<file path="config.mk">
export PLATFORM = sky130hd
export DESIGN_NAME = twin_pred_mv_seq
export DESIGN_NICKNAME = d
export VERILOG_FILES = /design/src/rtl/tpm_pkg.sv /design/src/rtl/tpm_idx_skip.sv /design/src/rtl/tpm_reg_addr.sv /design/src/rtl/twin_pred_mv_seq.sv
export SDC_FILE = /design/constraint.sdc
export NUM_CORES = 1
export LEC_CHECK = 0
export ABC_CLOCK_PERIOD_IN_PS = 6650
export BUFFER_PORTS_ARGS = -buffer_cell sky130_fd_sc_hd__buf_2
export CORE_ASPECT_RATIO = 0.75
export CORE_MARGIN = 10
export CORE_UTILIZATION = 63
export CTS_CLUSTER_SIZE = 24
export DETAILED_ROUTE_END_ITERATION = 10
export MAX_ROUTING_LAYER = met4
export PLACE_DENSITY = 0.86
export SYNTH_ARGS = -nofsm -noshare
export SYNTH_HDL_FRONTEND = slang
export SYNTH_HIERARCHICAL = 1
export SYNTH_SLANG_ARGS = --single-unit
export TNS_END_PERCENT = 30
</file>
<file path="constraint.sdc">
create_clock -name clk -period 6.65 [get_ports clk]
set_input_delay 1.6625 -clock clk [delete_from_list [all_inputs] [get_ports clk]]
set_output_delay 1.6625 -clock clk [all_outputs]
set_load 0.05 [all_outputs]
</file>
<file path="src/rtl/tpm_pkg.sv">
package tpm_pkg;
    typedef enum logic [1:0] {
        ST_IDLE   = 2'd0,
        ST_STEP   = 2'd1,
        ST_FINISH = 2'd2
    } seq_state_e;
endpackage

</file>
<file path="src/rtl/tpm_idx_skip.sv">
// Finds the next usable element position for one side of the move.
module tpm_idx_skip #(
    parameter int MAXVL = 16,
    parameter int VLW   = $clog2(MAXVL + 1)
) (
    input  logic [VLW-1:0]   cur,
    input  logic [VLW-1:0]   lim,
    input  logic             is_vec,
    input  logic [MAXVL-1:0] mask,
    output logic [VLW-1:0]   pos,
    output logic             hit
);
    always_comb begin
        pos = lim;
        hit = 1'b0;
        if (!is_vec) begin
            // scalar side: no skipping, index never moves
            pos = cur;
            hit = (cur < lim);
        end else begin
            // lowest set bit in [cur, lim) wins
            for (int p = MAXVL - 1; p >= 0; p--) begin
                if (mask[p] && (VLW'(p) >= cur) && (VLW'(p) < lim)) begin
                    pos = VLW'(p);
                    hit = 1'b1;
                end
            end
        end
    end
endmodule

</file>
<file path="src/rtl/tpm_reg_addr.sv">
// Base plus element index, wrapping modulo the register count.
module tpm_reg_addr #(
    parameter int REG_AW = 5,
    parameter int VLW    = 5
) (
    input  logic [REG_AW-1:0] base,
    input  logic [VLW-1:0]    idx,
    output logic [REG_AW-1:0] reg_no
);
    logic [REG_AW+VLW-1:0] sum;

    always_comb begin
        sum    = {{VLW{1'b0}}, base} + {{REG_AW{1'b0}}, idx};
        reg_no = sum[REG_AW-1:0];
    end
endmodule

</file>
<file path="src/rtl/twin_pred_mv_seq.sv">
module twin_pred_mv_seq
    import tpm_pkg::*;
#(
    parameter int MAXVL  = 16,
    parameter int REG_AW = 5,
    localparam int VLW   = $clog2(MAXVL + 1)
) (
    input  logic              clk,
    input  logic              rst_n,
    input  logic              start,
    input  logic [VLW-1:0]    vl,
    input  logic [REG_AW-1:0] src_base,
    input  logic [REG_AW-1:0] dst_base,
    input  logic              src_vec,
    input  logic              dst_vec,
    input  logic [MAXVL-1:0]  src_mask,
    input  logic [MAXVL-1:0]  dst_mask,
    output logic              busy,
    output logic              copy_valid,
    output logic [REG_AW-1:0] copy_src,
    output logic [REG_AW-1:0] copy_dst,
    output logic              done
);
    seq_state_e state, state_d;

    logic [VLW-1:0]    vl_q, i_q, j_q;
    logic [REG_AW-1:0] sb_q, db_q;
    logic              sv_q, dv_q;
    logic [MAXVL-1:0]  sm_q, dm_q;

    logic [VLW-1:0]    ni, nj;
    logic              hit_i, hit_j, go;
    logic [REG_AW-1:0] src_reg, dst_reg;
    logic [VLW-1:0]    vl_clamped;

    // lengths beyond the supported maximum are clamped
    assign vl_clamped = (vl > VLW'(MAXVL)) ? VLW'(MAXVL) : vl;

    tpm_idx_skip #(.MAXVL(MAXVL), .VLW(VLW)) u_skip_src (
        .cur(i_q), .lim(vl_q), .is_vec(sv_q), .mask(sm_q), .pos(ni), .hit(hit_i)
    );
    tpm_idx_skip #(.MAXVL(MAXVL), .VLW(VLW)) u_skip_dst (
        .cur(j_q), .lim(vl_q), .is_vec(dv_q), .mask(dm_q), .pos(nj), .hit(hit_j)
    );
    tpm_reg_addr #(.REG_AW(REG_AW), .VLW(VLW)) u_addr_src (
        .base(sb_q), .idx(ni), .reg_no(src_reg)
    );
    tpm_reg_addr #(.REG_AW(REG_AW), .VLW(VLW)) u_addr_dst (
        .base(db_q), .idx(nj), .reg_no(dst_reg)
    );

    assign go   = hit_i && hit_j;
    assign busy = (state != ST_IDLE);

    // next-state logic
    always_comb begin
        state_d = state;
        unique case (state)
            ST_IDLE:   if (start) state_d = ST_STEP;
            ST_STEP: begin
                if (!go)                state_d = ST_IDLE;
                else if (!sv_q && !dv_q) state_d = ST_FINISH;
            end
            ST_FINISH: state_d = ST_IDLE;
            default:   state_d = ST_IDLE;
        endcase
    end

    // state register
    always_ff @(posedge clk) begin
        if (!rst_n) state <= ST_IDLE;
        else        state <= state_d;
    end

    // outputs and datapath
    always_ff @(posedge clk) begin
        if (!rst_n) begin
            copy_valid <= 1'b0;
            copy_src   <= '0;
            copy_dst   <= '0;
            done       <= 1'b0;
            vl_q       <= '0;
            i_q        <= '0;
            j_q        <= '0;
            sb_q       <= '0;
            db_q       <= '0;
            sv_q       <= 1'b0;
            dv_q       <= 1'b0;
            sm_q       <= '0;
            dm_q       <= '0;
        end else begin
            copy_valid <= 1'b0;
            done       <= 1'b0;
            unique case (state)
                ST_IDLE: begin
                    if (start) begin   // capture only here
                        vl_q <= vl_clamped;
                        sb_q <= src_base;
                        db_q <= dst_base;
                        sv_q <= src_vec;
                        dv_q <= dst_vec;
                        sm_q <= src_mask;
                        dm_q <= dst_mask;
                        i_q  <= '0;
                        j_q  <= '0;
                    end
                end
                ST_STEP: begin
                    if (go) begin
                        copy_valid <= 1'b1;
                        copy_src   <= src_reg;
                        copy_dst   <= dst_reg;
                        i_q        <= ni + VLW'(sv_q);
                        j_q        <= nj + VLW'(dv_q);
                    end else begin
                        done <= 1'b1;
                    end
                end
                ST_FINISH: done <= 1'b1;
                default: ;
            endcase
        end
    end

    // ---------------- assertions ----------------
    a_r8_copy_in_busy: assert property (@(posedge clk) disable iff (!rst_n)
        copy_valid |-> busy);

    a_r9_done_single: assert property (@(posedge clk) disable iff (!rst_n)
        done |=> !done);

    a_r9_done_idle: assert property (@(posedge clk) disable iff (!rst_n)
        done |-> (!busy && !copy_valid));

    a_r7_src_bound: assert property (@(posedge clk) disable iff (!rst_n)
        busy |-> (i_q <= vl_q && j_q <= vl_q));

    a_r5_scalar_src_fixed: assert property (@(posedge clk) disable iff (!rst_n)
        (busy && !sv_q) |-> (i_q == '0));

    a_r5_scalar_dst_fixed: assert property (@(posedge clk) disable iff (!rst_n)
        (busy && !dv_q) |-> (j_q == '0));

    a_r3_src_bit_set: assert property (@(posedge clk) disable iff (!rst_n)
        (state == ST_STEP && go && sv_q) |-> (((sm_q >> ni) & MAXVL'(1)) != '0));

    a_r4_dst_bit_set: assert property (@(posedge clk) disable iff (!rst_n)
        (state == ST_STEP && go && dv_q) |-> (((dm_q >> nj) & MAXVL'(1)) != '0));

    a_r2_operands_held: assert property (@(posedge clk) disable iff (!rst_n)
        (busy && $past(busy)) |-> ($stable(vl_q) && $stable(sb_q) && $stable(db_q)));
endmodule

</file>
Word level (Yosys, flattened, before mapping)
Index checks and enable logic that the tools add are counted.
- input bits: 52
- bits in registers: 73
- logic and storage cells: 231
- add/sub/neg operators: 4
- multiplexer cells: 81
- reduce and logical (&&, ||, !) cells: 76
- equality and inequality tests: 5
- magnitude comparators: 51
- operators by type and width (cell ; count):
    $mux W5 ; 38
    $ge A4 B5 Y1 const A ; 16
    $logic_and A1 B1 Y1 ; 66
    $ge A3 B5 Y1 const A ; 8
    $lt A4 B5 Y1 const A ; 8
    $mux W1 ; 36
    $ge A1 B5 Y1 const A ; 4
    $ge A2 B5 Y1 const A ; 4
    $lt A3 B5 Y1 const A ; 4
    $pmux W5 S2 ; 2
    $add A5 B1 Y5 ; 2
    $add A5 B5 Y5 ; 2
    $lt A1 B5 Y1 const A ; 2
    $lt A2 B5 Y1 const A ; 2
    $lt A5 B5 Y1 ; 2
    $reduce_and A2 Y1 ; 4
    $mux W2 ; 3
    $gt A5 B5 Y1 const B ; 1
    $ne A2 B2 Y1 const B ; 2
    $pmux W2 S2 ; 1
    $reduce_bool A2 Y1 ; 2
    $ne A3 B3 Y1 const B ; 1
    $reduce_and A3 Y1 ; 1
    $eq A2 B1 Y1 const B ; 1
    4 further kinds ; 5

Longest topological paths before layout
Gate-level depths: netlist of run 1.
- depth in word-level cells: 23
- gate-level depth with buffers: 14

Modules after synthesis
The synthesis of run 1 kept the hierarchy.
- by module, submodules not included (module ; sequential area each (sq um) ; area an instance (sq um) ; cells each ; times used):
    twin_pred_mv_seq ; 1461.4 ; 2812.7 ; 340 ; 1
    tpm_idx_skip ; 0.0 ; 927.1 ; 132 ; 2
    tpm_reg_addr ; 0.0 ; 158.9 ; 19 ; 2

Worst setup path before layout of run 1
OpenSTA, ideal clock, no wires.
- kind: flip-flop to flip-flop
- from: reg vl_q[4]
- to: reg copy_dst[4]
- clock period less this slack: 2745 ps
- buffers on the path: 0
- cell stages (with the launch flop): 14
- library setup time: 70 ps
- path slack: 3905 ps
- arrival time: 2676 ps
- path through: dfxtp_1 or4_1 o211ai_1 a21o_1 a21boi_0 a211o_1 ha_1 inv_1 fa_1 nand2b_1 a21oi_2 xnor2_1 nand2_1 a21oi_1
- elaborated cells between the ends (all ways): 104
- classes of those cells: 1 x add/sub; 18 x order compare; 51 x mux; 34 x reduce/logical
- RTL lines (element ; line ; text):
    from (decl) ; twin_pred_mv_seq.sv:26 ; logic [VLW-1:0] vl_q, i_q, j_q;
    from (signal assigned) ; twin_pred_mv_seq.sv:97 ; vl_q <= vl_clamped;
    $lt A4 B5 Y1 ; tpm_idx_skip.sv:23 ; if (mask[p] && (VLW'(p) >= cur) && (VLW'(p) < lim)) begin
    $logic_and A1 B1 Y1 ; tpm_idx_skip.sv:23 ;
    $mux W5 (15 in series) ; tpm_idx_skip.sv:23 ;
    $mux W5 * ; tpm_idx_skip.sv:23 ;
    $mux W5 * ; tpm_idx_skip.sv:16 ; if (!is_vec) begin
    named net nj[0] ; twin_pred_mv_seq.sv:31 ; logic [VLW-1:0] ni, nj;
    $add A5 B5 Y5 * ; tpm_reg_addr.sv:13 ; sum = {{VLW{1'b0}}, base} + {{REG_AW{1'b0}}, idx};
    named net dst_reg[4] ; twin_pred_mv_seq.sv:33 ; logic [REG_AW-1:0] src_reg, dst_reg;
    to (signal assigned) ; twin_pred_mv_seq.sv:112 ; copy_dst <= dst_reg;
    to (decl) ; twin_pred_mv_seq.sv:21 ; output logic [REG_AW-1:0] copy_dst,
The timed path passes the listed nets; every way through them passes the cells marked *.
A chain may end at the register's enable or synchronous reset.

Final worst setup path of run 1
- from: reg vl_q[4]
- to: reg copy_src[4]
- elaborated cells between the ends (all ways): 104
- classes of those cells: 1 x add/sub; 18 x order compare; 51 x mux; 34 x reduce/logical
- RTL lines (element ; line ; text):
    $lt A4 B5 Y1 ; tpm_idx_skip.sv:23 ;
    $logic_and A1 B1 Y1 ; tpm_idx_skip.sv:23 ;
    $mux W5 (15 in series) ; tpm_idx_skip.sv:23 ;
    $mux W5 * ; tpm_idx_skip.sv:23 ;
    $mux W5 * ; tpm_idx_skip.sv:16 ;
    named net ni[2] ; twin_pred_mv_seq.sv:31 ;
    $add A5 B5 Y5 * ; tpm_reg_addr.sv:13 ;
    named net src_reg[4] ; twin_pred_mv_seq.sv:33 ;
    to (signal assigned) ; twin_pred_mv_seq.sv:111 ; copy_src <= src_reg;
    to (decl) ; twin_pred_mv_seq.sv:20 ; output logic [REG_AW-1:0] copy_src,
Marked as above.

==> impl_metrics.tcl, run 1 <==
set metrics [dict create \
    grtUsageTotal 0.237 \
    period_needed_ps 3720 \
    coreArea_mm2 0.00753 \
    clockBufferDepth 2 \
    dpl.hpwl_mm 9.95 \
    criticalPathCategory "flop to flop" \
    clk_pin_slew_worst_paths_ps 100 \
    fmax_mhz 269 \
    clockRootBuffer "clkbuf_8" \
    synth_area_leaders "dfxtp_1 29%, nand2_1 9.4%, a21oi_1 6.5%" \
    synth_area_mm2 0.00498 \
    grt_overflow_total 0 \
    ys_types 70 \
    post_drt_via_cell_ratio 6.42 \
    grt_pass1_vias 4569 \
    met2_usage 0.325 \
    start_kind "flop" \
    placementRows 27 \
    grt_use_met3 0.0417 \
    grt_pass1_wl_mm 23.3 \
    htreeDepth 3 \
    outcome "finished, final reports clean" \
    final_cell_area_mm2 0.00539 \
    cp_top_family "compound AO/OA/AOI/OAI gates" \
    postPlaceCellArea_mm2 0.00518 \
    max_slew_margin 0.268 \
    cp_slowest_cell "dfxtp_1" \
    antenna_found_initial 0 \
    die_area_mm2 0.0119 \
    cts-resized-gates 0 \
    worstSetupPathDepth 11 \
    drv_slew 0 \
    worst_pin_slew_ps 1100 \
    antenna_cells 0 \
    placed_cells 764 \
    total_power_mw 1.24 \
    io_buffers 64 \
    crit_buf_inv 0 \
    rsz0062_at_grt "false" \
    cts.sinks 73 \
    firstDrtPassIters 5 \
    drt_iter0_markers 359 \
    synth_ff_type "dfxtp_1" \
    dieWidth_um 123 \
    fin_ws_ps 2930 \
    ys_seq_area_frac 0.293 \
    crit_path_max_fanout 31 \
    ir_drop_mv 0.176 \
    setup_violations 0 \
    crit_start "vl_q[4]" \
    ant_nets 0 \
    drt-total-wl_mm 14.2 \
    avgSynthCellArea_um2 7.76 \
    cp_slowest_stage_delay_ps 1050 \
    crit_chain "o21ba_2 -> a32oi_1 -> o2111ai_1 -> o21bai_1 -> a221oi_1 -> ha_1 -> nand2b_1 -> a21oi_2 -> xnor2_1 -> nand2_1 -> a21oi_1" \
    p_leak_nw 2.21 \
    drive_above_1_share 0.165 \
    remaining_drc_errors 0 \
    cts_made_buffers 9 \
    ys_ff_latch 73 \
    hold_slack_ps 458 \
    grtUsageMet1 0.352 \
    maxCapViolCount 0 \
    yosysTopAreaCellShare 0.293 \
    post_cts_buffers 0 \
    hold_path.class "flop to flop" \
    skew_ps 21.9 \
    layout_common_cells "125 x nand2_1, 73 x dfxtp_1, 65 x a21oi_1, 64 x buf_2, 31 x inv_1" \
    nets 752 \
    synth_fp_nets 720 \
    ys_warn_count 6 \
    areaGrowthSynthToFinish_pct 8.16 \
    fill_cells 616 \
    synthArstFlopShare 0 \
    ios 65 \
    initial_core_util 0.662 \
    wl_per_cell_um 18.2 \
    clk_latency_ps 360 \
    hold_buffers 0 \
    final_common_cell "nand2_1" \
    finalHoldViolCount 0 \
    r2r_slack_ps 2930 \
    critical_path_arrival_ps 3910 \
    fin_util 0.716 \
    reg2reg_depth 11 \
    die_height_um 97.0 \
    synth_edf_count 0 \
    crit_path_end_kind "flop" \
    worstReg2RegEnd "copy_src[4]" \
    top_usage_layer "met1" \
    synthCells 642 \
    p_per_area_mw_per_mm2 230 \
    yosys.area.top_type "dfxtp_1" \
    worstSetupEndpoint "copy_src[4]" \
    vias 5006 \
    cp.required_ps 6840 \
    cts_tree "yes" \
    period_share 0.559 \
    r2r-start "vl_q[4]" \
    final_cells 780 \
    setup_tns_ps 0 \
    grt_max_degree 68 \
    gp_congestion 0.976 \
    place_ws_ps 2990 \
]
-- worst register-to-register path, cell delays in order (launching register included) --
cell	delay, ps
dfxtp_1	1050
o21ba_2	320
a32oi_1	140
o2111ai_1	390
o21bai_1	150
a221oi_1	690
ha_1	410
nand2b_1	120
a21oi_2	70
xnor2_1	120
nand2_1	60
a21oi_1	60
-- area by class of cell --
type / instances / area (um2) / area share
Tap cell: 101 / 126 / 0.0234
Inverter: 32 / 120 / 0.0223
Multi-Input combinational cell: 492 / 3140 / 0.582
Clock buffer: 10 / 138 / 0.0255
Clock inverter: 6 / 72.6 / 0.0135
Timing Repair Buffer: 66 / 335 / 0.0622
Sequential cell: 73 / 1460 / 0.271
-- cells in the mapped netlist, drive strengths merged, types with 3 or more instances --
library cell  count
nor4              4
nand3b            4
o22ai             8
clkbuf           12
nand2           125
o2111ai          14
dfxtp            73
ha               24
a21o             10
and2              6
o21ba             4
a21oi            70
a211o             6
nand4            14
nor2b             6
a211oi            7
o21a              4
and3             11
o21ai            22
nor2             18
o211a             3
nand3            28
o211ai            4
o2111a            4
a32oi             4
buf              33
or2               6
a21boi           11
inv              32
xor2              6
nand2b            5
or3              12
xnor2             8
-- cells by family after synthesis --
logic type | count (synthesis) | synth area share
AO/OA/AOI/OAI | 201 | 0.293
XOR/XNOR | 14 | 0.0246
adder cells (fa/ha/maj) | 26 | 0.0683
buffers and inverters | 77 | 0.0773
flip-flops | 73 | 0.293
multiplexers | 2 | 0.00402
AND/OR/NAND/NOR | 249 | 0.240
-- power by group --
group,internal [mW],switching (mW)
Sequential,0.474,0.0504
Clock,0.188,0.185
Combinational,0.130,0.213
-- routing by layer --
layer,vias to the layer above,wire (um)
met5,-,0
met4,0,109
met3,13,1330
met2,293,5930
met1,2311,6810
li1,2389,-
-- flip-flops by register name, indices dropped and copies added, names as in the netlist --
name,cells
dm_q,16
sm_q,16
copy_dst,5
copy_src,5
db_q,5
i_q,5
j_q,5
sb_q,5
vl_q,5
state,2
copy_valid,1
done,1
dv_q,1
sv_q,1
-- worst min path at each step --
stage	cells past startpoint	start	slack, ps	end
2_1_floorplan	2	dm_q[3]	430	dm_q[3]
5_1_grt	2	dm_q[3]	480	dm_q[3]
3_3_place_gp	2	copy_dst[2]	440	copy_dst[2]
6_report	2	dm_q[2]	460	dm_q[2]
4_1_cts	2	dm_q[2]	460	dm_q[2]
3_5_place_dp	2	copy_src[2]	450	copy_src[2]
Power figures use the tool's default switching activity.
==> run 2: changes to the inputs <==
ABC_CLOCK_PERIOD_IN_PS = 3100   (was 6650)
CORE_UTILIZATION = 53   (was 63)
PLACE_DENSITY = 0.77   (was 0.86)
clock period = 3.1 ns   (was 6.65 ns; I/O delays follow)
==> run 2 against run 1 <==
- die area rose by 15%
- sequential share of layout area fell by 3.3 points
- final area up 16%
- total power rose to 2.6 times the previous value
- utilization down 3.1 points
- clock power increased to 3.2 times the previous value
- setup slack worse by 2800 ps
- first-iteration DRC count grew 36%
- maximum frequency rose by 25%
- critical path type unchanged
- largest power group is now the clock network
==> impl_metrics.tcl, run 2 (same netlist as run 1, synthesis figures left out) <==
set metrics [dict create \
    ios 65 \
    cp_slowest_stage_delay_ps 510 \
    placed_cells 858 \
    io_buffers 64 \
    setup_violations 0 \
    nets 819 \
    total_power_mw 3.17 \
    final-seq-area_mm2 0.00149 \
    final_cells 874 \
    drive_above_1_share 0.288 \
    period_share 0.962 \
    placementRows 30 \
    cp.required_ps 3380 \
    criticalPathCategory "flop to flop" \
    skew_ps 10.4 \
    start_kind "flop" \
    maxCapViolCount 0 \
    coreArea_mm2 0.00912 \
    dpl.hpwl_mm 11.3 \
    drv_slew 0 \
    htreeDepth 3 \
    ant_nets 0 \
    crit_path_max_fanout 7 \
    place_ws_ps -48.4 \
    reg_top3 "dm_q: 16 flops, sm_q: 16 flops" \
    drt-total-wl_mm 15.4 \
    dieWidth_um 132 \
    firstDrtPassIters 6 \
    fmax_mhz 335 \
    cts.sinks 73 \
    ir_drop_mv 0.366 \
    hold_buffers 0 \
    wl_per_cell_um 17.6 \
    crit_buf_inv 3 \
    worst_pin_slew_ps 732 \
    grt_overflow_total 0 \
    initial_core_util 0.547 \
    fill_cells 759 \
    crit_chain "buf_4 -> and3b_1 -> a311o_1 -> o2111ai_1 -> a21o_1 -> a21boi_1 -> buf_4 -> buf_4 -> ha_1 -> a21o_1 -> a21oi_2 -> xnor2_1 -> nand2_1 -> a21oi_2" \
    clockBufferDepth 2 \
    final_cell_area_mm2 0.00624 \
    antenna_cells 0 \
    clk_pin_slew_worst_paths_ps 60 \
    cp_top_family "compound AO/OA/AOI/OAI gates" \
    grt_max_degree 50 \
    post_cts_buffers 0 \
    cpMostUsedCell "buf_4" \
    grt_pass1_vias 4953 \
    clk_latency_ps 350 \
    clockRootBuffer "clkbuf_16" \
    cts_tree "yes" \
    period_needed_ps 2980 \
    grt_pass1_wl_mm 25.0 \
    layout_common_cells "125 x nand2_1, 66 x buf_4, 64 x buf_2, 63 x a21oi_1, 62 x dfxtp_1" \
    cts_made_buffers 9 \
    grtUsageTotal 0.223 \
    max_slew_margin 0.512 \
    remaining_drc_errors 0 \
    die_height_um 104 \
    areaGrowthSynthToFinish_pct 25.2 \
    cp_slowest_cell "dfxtp_1" \
    gp_congestion 0.969 \
    fin_util 0.684 \
    crit_path_end_kind "flop" \
    p_per_area_mw_per_mm2 507 \
    post_drt_via_cell_ratio 5.95 \
    die_area_mm2 0.0137 \
    outcome "finished, final reports clean" \
    finalHoldViolCount 0 \
    p_leak_nw 2.67 \
    vias 5199 \
    fin_ws_ps 118 \
    critical_path_arrival_ps 3270 \
    postPlaceCellArea_mm2 0.00576 \
    antenna_found_initial 0 \
    hold_path.class "flop to flop" \
    drt_iter0_markers 487 \
    multi_input_area_mm2 0.00326 \
    rsz0062_at_grt "true" \
    final_common_cell "nand2_1" \
]
-- run 2: cell types whose count changed in the layout (fill, tap and decap cells not counted), sizes merged --
cell and delta:
buf +67, bufinv +1, clkbuf +1, clkinvlp -1
inv -1
-- run 2: report_power, final --
group / total, mW / internal, mW / switching [mW] / leakage (nW)
Clock: 1.19 / 0.754 / 0.432 / 0.166
Combinational: 0.873 / 0.362 / 0.511 / 1.90
Sequential: 1.11 / 1.02 / 0.0888 / 0.602
-- run 2: metal layers --
layer / vias to the layer above / track usage / wire length (um)
met2: 202 / 0.324 / 6550
met5: - / - / 0
met3: 21 / 0.0507 / 1230
met4: 0 / 0.0483 / 165
li1: 2521 / - / -
met1: 2455 / 0.306 / 7460
-- run 2: worst paths after layout --
kind / start / to / slack [ps] / depth (start not counted)
setup / recovery: i_q[4] / copy_src[3] / 120 / 14
hold / removal: copy_dst[3] / copy_dst[3] / 450 / 2
setup reg to reg: i_q[4] / copy_src[3] / 120 / 14
hold reg to reg: copy_dst[3] / copy_dst[3] / 450 / 2
-- run 2: through the flow --
step / TNS (ps) / hold slack (ps)
2_1_floorplan: 0 / 432
3_3_place_gp: 0 / 440
3_5_place_dp: -48.4 / 446
4_1_cts: 0 / 456
5_1_grt: -50.2 / 476
6_report: 0 / 453
-- run 2: area by class of cell --
type,instances,area share
multi-input cells,492,0.522
repair buffers,133,0.140
well taps,128,0.0257
clock inverters,5,0.0138
clock buffers,11,0.0405
inverters,32,0.0192
flip-flops and latches,73,0.238
-- run 2: worst min-delay path, cell delays in order, from the launching register on --
cell and delay, ps:
dfxtp_1 310, nand2_1 50, a21oi_1 50
-- run 2: repair_timing --
item                                    4_1_cts  5_1_grt
endpoints found under the setup margin        2       13
gates resized for setup                       2       42
pin swaps                                     0       12
